==> src/rtl/scan_sequencer.sv <==
module scan_sequencer #(
  parameter int NCH = 8,
  parameter int DW  = 16
) (
  input  logic                   clk,
  input  logic                   rst_n,
  input  logic                   cs_n,
  input  logic                   cfg_done,
  input  logic                   int_clk_sel,
  input  logic [1:0]             scan_code,
  input  logic [$clog2(NCH)-1:0] chan_n,
  input  logic                   osc_tick,
  output logic                   osc_en,
  output logic                   conv_start,
  output logic [$clog2(NCH)-1:0] conv_chan,
  input  logic                   conv_done,
  input  logic [DW-1:0]          conv_data,
  output logic                   eoc,
  input  logic                   sclk_fall,
  output logic                   dout
);
  localparam int CHW  = $clog2(NCH);
  localparam int CNTW = $clog2(NCH + 1);
  localparam int BW   = $clog2(DW);
  localparam logic [CHW-1:0] HALF = CHW'(NCH / 2);

  typedef enum logic [1:0] {S_IDLE, S_RUN, S_READ} st_t;
  st_t st;

  logic [DW-1:0]   buffer [NCH];
  logic [CHW-1:0]  cur;
  logic            step;
  logic            waiting;
  logic [CNTW-1:0] total;
  logic [CNTW-1:0] wr_cnt;
  logic [CNTW-1:0] rd_cnt;
  logic [BW-1:0]   bit_idx;

  logic [CHW-1:0]  first_ch;
  logic [CNTW-1:0] first_total;
  logic            first_step;
  logic            accept;
  logic            last_wr;
  logic            last_bit;

  assign accept  = (st == S_IDLE) && cfg_done && int_clk_sel && !cs_n;
  assign last_wr = conv_done && waiting && (wr_cnt == total - 1'b1);
  assign last_bit = (bit_idx == BW'(DW - 1));

  always_comb begin
    first_ch    = chan_n;
    first_total = CNTW'(1);
    first_step  = 1'b0;
    case (scan_code)
      2'b01: begin
        first_ch    = '0;
        first_total = CNTW'(chan_n) + 1'b1;
        first_step  = 1'b1;
      end
      2'b10: begin
        first_ch    = HALF;
        first_total = (chan_n >= HALF) ? CNTW'(chan_n - HALF) + 1'b1 : CNTW'(1);
        first_step  = 1'b1;
      end
      2'b11: first_total = CNTW'(NCH);
      default: ;
    endcase
  end

  always_ff @(posedge clk or negedge rst_n) begin
    if (!rst_n) begin
      st         <= S_IDLE;
      cur        <= '0;
      step       <= 1'b0;
      waiting    <= 1'b0;
      total      <= '0;
      wr_cnt     <= '0;
      rd_cnt     <= '0;
      bit_idx    <= '0;
      conv_start <= 1'b0;
    end else begin
      conv_start <= 1'b0;
      if (cs_n) begin
        st      <= S_IDLE;
        waiting <= 1'b0;
        wr_cnt  <= '0;
        rd_cnt  <= '0;
        bit_idx <= '0;
      end else begin
        case (st)
          S_IDLE: if (accept) begin
            st      <= S_RUN;
            cur     <= first_ch;
            total   <= first_total;
            step    <= first_step;
            waiting <= 1'b0;
            wr_cnt  <= '0;
            rd_cnt  <= '0;
            bit_idx <= '0;
          end
          S_RUN: begin
            if (!waiting && osc_tick) begin
              conv_start <= 1'b1;
              waiting    <= 1'b1;
            end else if (waiting && conv_done) begin
              waiting <= 1'b0;
              wr_cnt  <= wr_cnt + 1'b1;
              if (step) cur <= cur + 1'b1;
              if (last_wr) st <= S_READ;
            end
          end
          S_READ: if (sclk_fall) begin
            bit_idx <= last_bit ? '0 : bit_idx + 1'b1;
            if (last_bit)
              rd_cnt <= (rd_cnt == total - 1'b1) ? '0 : rd_cnt + 1'b1;
          end
          default: st <= S_IDLE;
        endcase
      end
    end
  end

  always_ff @(posedge clk) begin
    if (st == S_RUN && waiting && conv_done && !cs_n)
      buffer[wr_cnt[CHW-1:0]] <= conv_data;
  end

  assign osc_en    = (st == S_RUN);
  assign eoc       = (st != S_READ);
  assign conv_chan = cur;
  assign dout      = (st == S_READ) ? buffer[rd_cnt[CHW-1:0]][BW'(DW - 1) - bit_idx] : 1'b0;


  start_needs_osc_chk: assert property (@(posedge clk) disable iff (!rst_n)
    conv_start |-> osc_en);

  single_start_chk: assert property (@(posedge clk) disable iff (!rst_n)
    conv_start |=> !conv_start);

  eoc_osc_off_chk: assert property (@(posedge clk) disable iff (!rst_n)
    $fell(eoc) |-> !osc_en && $past(osc_en));

  cs_abort_chk: assert property (@(posedge clk) disable iff (!rst_n)
    $rose(cs_n) |=> eoc && !osc_en && !conv_start);

  ext_clk_ignored_chk: assert property (@(posedge clk) disable iff (!rst_n)
    (cfg_done && !int_clk_sel && !osc_en && eoc) |=> !osc_en);
endmodule

==> config.mk <==
export PLATFORM = sky130hd
export DESIGN_NAME = scan_sequencer
export DESIGN_NICKNAME = d
export VERILOG_FILES = /design/src/rtl/scan_sequencer.sv
export SDC_FILE = /design/constraint.sdc
export NUM_CORES = 1
export LEC_CHECK = 0
export CORE_MARGIN = 8
export CORE_UTILIZATION = 55
export DETAILED_ROUTE_END_ITERATION = 16
export PLACE_DENSITY = 0.79
export SYNTH_ARGS = -nofsm -noshare
export SYNTH_HDL_FRONTEND = slang
export SYNTH_SLANG_ARGS = --single-unit
==> constraint.sdc <==
create_clock -name clk -period 3.65 [get_ports clk]
set_clock_uncertainty 0.1 [all_clocks]
set_input_delay 1.095 -clock clk [delete_from_list [all_inputs] [get_ports clk]]
set_output_delay 1.095 -clock clk [all_outputs]
set_load 0.02 [all_outputs]
# After elaboration in Yosys (flattened, before gate mapping)
# Memory sizes are Yosys's and may differ from the RTL's.
# Index checks and enable logic that the tools add are counted.
dict set report op_classes {
  shifts 0
  div 0
  muxes 42
  n_mul 0
  order_cmp 2
  bitwise 1
  n_reduce_logical 23
  n_addsub 9
  eq_ne 21
}
# operator count
set op_table {}
lappend op_table {{4-bit two-way mux} 12}
lappend op_table {{4-bit one-hot mux with 2 select lines} 3}
lappend op_table {{4-bit by 1-bit adder with 4-bit output, second input constant} 4}
lappend op_table {{1-bit two-way mux} 12}
lappend op_table {{3-bit two-way mux} 4}
lappend op_table {{3-bit inequality test, second input constant} 4}
lappend op_table {{3-bit one-hot mux with 2 select lines} 2}
lappend op_table {{4-bit one-hot mux with 3 select lines} 1}
lappend op_table {{2-bit two-way mux} 5}
lappend op_table {{1-bit logical AND} 9}
lappend op_table {{3-bit AND reduction} 3}
lappend op_table {{4-bit == test} 2}
lappend op_table {{2-bit inequality test, second input constant} 4}
lappend op_table {{4-bit AND reduction} 2}
lappend op_table {{2-bit == test, second input constant} 3}
lappend op_table {{3-bit by 2-bit inequality test with 1-bit output, second input constant} 2}
lappend op_table {{2-bit one-hot mux with 3 select lines} 1}
lappend op_table {{6-bit AND reduction} 1}
lappend op_table {{3-bit nonzero test} 2}
lappend op_table {{4-bit by 5-bit less-than comparator with 1-bit output, second input constant} 1}
lappend op_table {{5-bit AND reduction} 1}
lappend op_table {{3-bit by 1-bit adder with 4-bit output, second input constant} 1}
lappend op_table {{1-bit binary-select mux with 4-bit select} 1}
lappend op_table {{2-bit by 1-bit == test with 1-bit output, second input constant} 2}
lappend op_table {{14 further kinds} 16}
dict set report totals {
  latchBits 0
  n_memories 1
  ram_bits 128
  elab_cells 108
  mem_bits_ro 0
  reg_bits 24
}
# memory depth width read_ports rd_clocked_by_memory_dff wr line_no
set mem_list {}
lappend mem_list {buffer 8 16 1 0 1 30} ;# logic [DW-1:0] buffer [NCH];

# Longest topological paths before layout
# Gate-level depths: netlist of the first run.
dict set report depth {
  ltp_word 8
  mapped_depth 9
}

# Least setup slack after synthesis of the first run
# OpenSTA, ideal clock, no wires.
dict set report synth_path {
  kind {input to register}
  start {input port cs_n}
  end {memory buffer[0][0] (enable)}
  t_required_ns 3.141
  setup_ns 0.409
  path_buffers 1
  arrival_time_ns 2.870
  slack_ns 0.271
  path_stages 4
  cell_sequence {buf_1 > nor3_1 > nand2b_1 > nor3_1}
}
dict set report synth_between {
  elab_chain_cells 4
}
# element line_no
set synth_rtl {}
lappend synth_rtl {{start: declaration} 7} ;# input logic cs_n,
lappend synth_rtl {{1-bit zero test} 124} ;# if (st == S_RUN && waiting && conv_done && !cs_n)
lappend synth_rtl {{1-bit logical AND} 124}
lappend synth_rtl {{1-bit two-way mux} 124}
lappend synth_rtl {{1-bit two-way mux (not written as such)} 125} ;# buffer[wr_cnt[CHW-1:0]] <= conv_data;
lappend synth_rtl {{end: declaration} 30}
# Every way passes these cells.

# Worst setup path in the final report of the first run
dict set report layout_path {
  start {register rd_cnt[0]}
  end {output port dout}
}
dict set report layout_between {
  elab_chain_cells 4
}
# element line_no
set layout_rtl {}
lappend layout_rtl {{start: declaration} 36} ;# logic [CNTW-1:0] rd_cnt;
lappend layout_rtl {{start signal: assignment} 115} ;# rd_cnt <= (rd_cnt == total - 1'b1) ? '0 : rd_cnt + 1'b1;
lappend layout_rtl {{memory 8 x 16 bit} --}
lappend layout_rtl {{1-bit binary-select mux with 4-bit select} 131} ;# assign dout = (st == S_READ) ? buffer[rd_cnt[CHW-1:0]][BW'(DW - 1) - bit_idx] : 1'b0;
lappend layout_rtl {{1-bit two-way mux (not written as such)} 131}
lappend layout_rtl {{1-bit two-way mux} 131}
lappend layout_rtl {{end: declaration} 20} ;# output logic dout
# Every way passes these cells. The select of a mux whose other input is x is not followed.

==> out/results.ini, run 1 <==
[routing]
drt-initial-drc-count = 379
ant_nets = 0
wire_per_inst_um = 22.6
vias = 3950
dr.pass1.iters = 5
routed_via_density = 6.10
drc = 0
drt-total-wl_um = 14700

[clocking]
cts_buffers = 17
cts_max_path_buffers = 2
clock-sinks = 152
clockRootBuffer = clkbuf_16
clk_latency_ps = 430
ctsHoldBuffers = 0
htree_levels = 4
cts_tree = done
clk_pin_slew_ps = 60

[floorplan]
design.die.area_um2 = 15600
io_pins = 36
rows = 39
core-area_um2 = 11500
chipHeight_um = 125
initial_core_util_pct = 56.7
fp.dieW_um = 125

[timing]
tightest_slew_ps = 608
rsz0062_at_grt = yes
drv_slew = 0
setup_viol = 1
worst_slack_ps = -206
max_slew_margin_pct = 59.1
min_period_ps = 3860
period_share_pct = 106
finalHoldViolCount = 0
fmaxAchievable_mhz = 259
final.setup.tns_ps = -206

[worst_hold_path]
hp-class = reg -> reg
hold_start = step

[critical_path]
regToRegSetupSlack_ps = 1340
crit_start = rd_cnt[0]
path_max_fanout = 8
cp.required_ps = 2450
start_kind = flip-flop
cp.arrival_ps = 2660
r2r-start = st[1]
worstSetupPathType = reg -> out
end_kind = primary output

[placement]
preCtsSetupSlack_ps = -112
dp.cells = 611
dp_hpwl_um = 9250
port_buffers = 35
gp_congestion = 0.872

[run_status]
violations = setup timing
status = finished with violations

[layout]
multi_input_area_um2 = 2000
final_common_cell = edfxtp_1
most-common-layout-cells = edfxtp_1, nand2_1, buf_4, clkdlybuf4s50_1, mux4_2
area_growth_pct = 22.3
final_nets = 533
fillCellCount = 738
fin_cells = 648
n_antenna_cell = 0
regArea_um2 = 4450
drive_above_1_share_pct = 23.0

[global_routing]
grt_pass1_vias = 4144
grt_max_degree = 25
grt_pass1_wl_um = 22700
grt_usage_pct = 19.2
overflow = 0
antenna_found_initial = 0

[logic_synthesis]
syn-num-nets = 455
synthDistinctLibCells = 52
synth_top_area_share_pct = 58.9
ys_ff_latch = 152
avgSynthCellArea_um2 = 15.8
synth-edff-count = 128
ys_async_sr_fraction_pct = 15.8
synth_top_cell_by_area = edfxtp_1
synth.yosys.warnings = 0
synth_area_leaders = edfxtp_1, dfrtp_1, mux4_2, mux2i_1, ha_1
syn_inst = 414
synthFlopType = edfxtp_1
yosysSeqAreaShare_pct = 68.1
synth_area_um2 = 6530

[power]
pwr-share-clk_pct = 45.3
power.share.sequential_pct = 49.1
peakVddDrop_mv = 0.552
p_switching_mw = 0.830
switching_share_pct = 21.2
combPwrFrac_pct = 5.6
internal_power_mw = 3.09
cellLeakagePower_nw = 2.80
p_per_area_nw_per_um2 = 491
power_mw = 3.92

[job]
cap_violations = 0

path summary, 6_finish.rpt:
path / endpoint / cells after the start
setup / recovery: dout / 6
hold / removal: step / 1
setup reg to reg: buffer[2][12] / 6
hold reg to reg: step / 1
max in group asynchronous: rd_cnt[0] / 2
min in group asynchronous: conv_chan[2] / 2
flip-flops by register name, summed over array words and instances, names as in the netlist:
signal      cells
total           4
st              2
rd_cnt          4
wr_cnt          4
bit_idx         4
buffer        128
conv_start      1
step            1
waiting         1
conv_chan       3
cell usage after synthesis (all sizes together) (7+ instances only):
master	instances
nand2b	10
nand2	37
ha	12
mux2i	16
nor3	14
buf	12
inv	13
edfxtp	128
xnor2	7
nor2	19
clkbuf	7
dfrtp	24
a21oi	15
mux4	25
o21ai	13
layer usage:
metal / vias up / global-route usage (%) / wire length, um
met3: 49 / 5.52 / 982
met4: 0 / 8.88 / 735
met2: 187 / 30.6 / 7160
met1: 1958 / 23.9 / 5780
met5: - / 0 / 0
li1: 1756 / - / -
power groups by stage:
stage               logic (mW)  clock network (mW)  registers, mW
finish                   0.218                1.78           1.92
global route             0.240                1.88           1.93
CTS                      0.219                1.80           1.92
detailed placement       0.217                   0           1.96
global placement         0.209                   0           1.96
floorplan                0.102                   0           1.97
critical path, cell delays in order, from the launching register on:
cell and delay, ps:
dfrtp_2 570, mux4_2 630, a2111oi_4 410, nor2_1 120
o21ai_1 160, a32oi_2 150, buf_4 190
timing repair:
| item | in CTS | in global routing |
|---|---|---|
| setup buffers | 5 | 0 |
| gates resized for setup | 20 | 11 |
| endpoints found under the setup margin | 1 | 1 |
| pin swaps | 4 | 4 |
cells by family (layout without fill, tap and decap cells):
family                   Yosys count  after routing  share of synthesized area (%)
flip-flops                       152            152                           68.1
AND/OR/NAND/NOR                  102            102                           7.57
AO/OA/AOI/OAI                     60             60                           6.19
multiplexers                      44             44                           11.7
buffers and inverters             32            123                           2.55
adder cells (fa/ha/maj)           12             12                           2.30
XOR/XNOR                          12             12                           1.61
layout make-up:
| type | instances | share of cell area, % |
|---|---|---|
| Clock inverter | 14 | 2.15 |
| Tap cell | 143 | 2.24 |
| Clock buffer | 18 | 5.38 |
| Timing Repair Buffer | 78 | 8.89 |
| Sequential cell | 152 | 55.7 |
| Multi-Input combinational cell | 230 | 25.0 |
| Inverter | 13 | 0.611 |
through the flow:
step | hold WS [ps] | instance area [um2] | util [%]
2_1_floorplan | 367 | 6530 | -
3_3_place_gp | 389 | 7230 | 62.8
3_5_place_dp | 407 | 7230 | 62.8
4_1_cts | 429 | 7920 | 68.8
5_1_grt | 448 | 7980 | 69.3
6_report | 427 | 7980 | 69.3
No activity file was read; power rests on OpenSTA's default activity.
==> inputs of run 2 (changes only) <==
- CTS_CLUSTER_SIZE: not set -> 40
==> results of run 2 <==
Same layout as run 1: the final DEF is identical, and so are final timing and power.
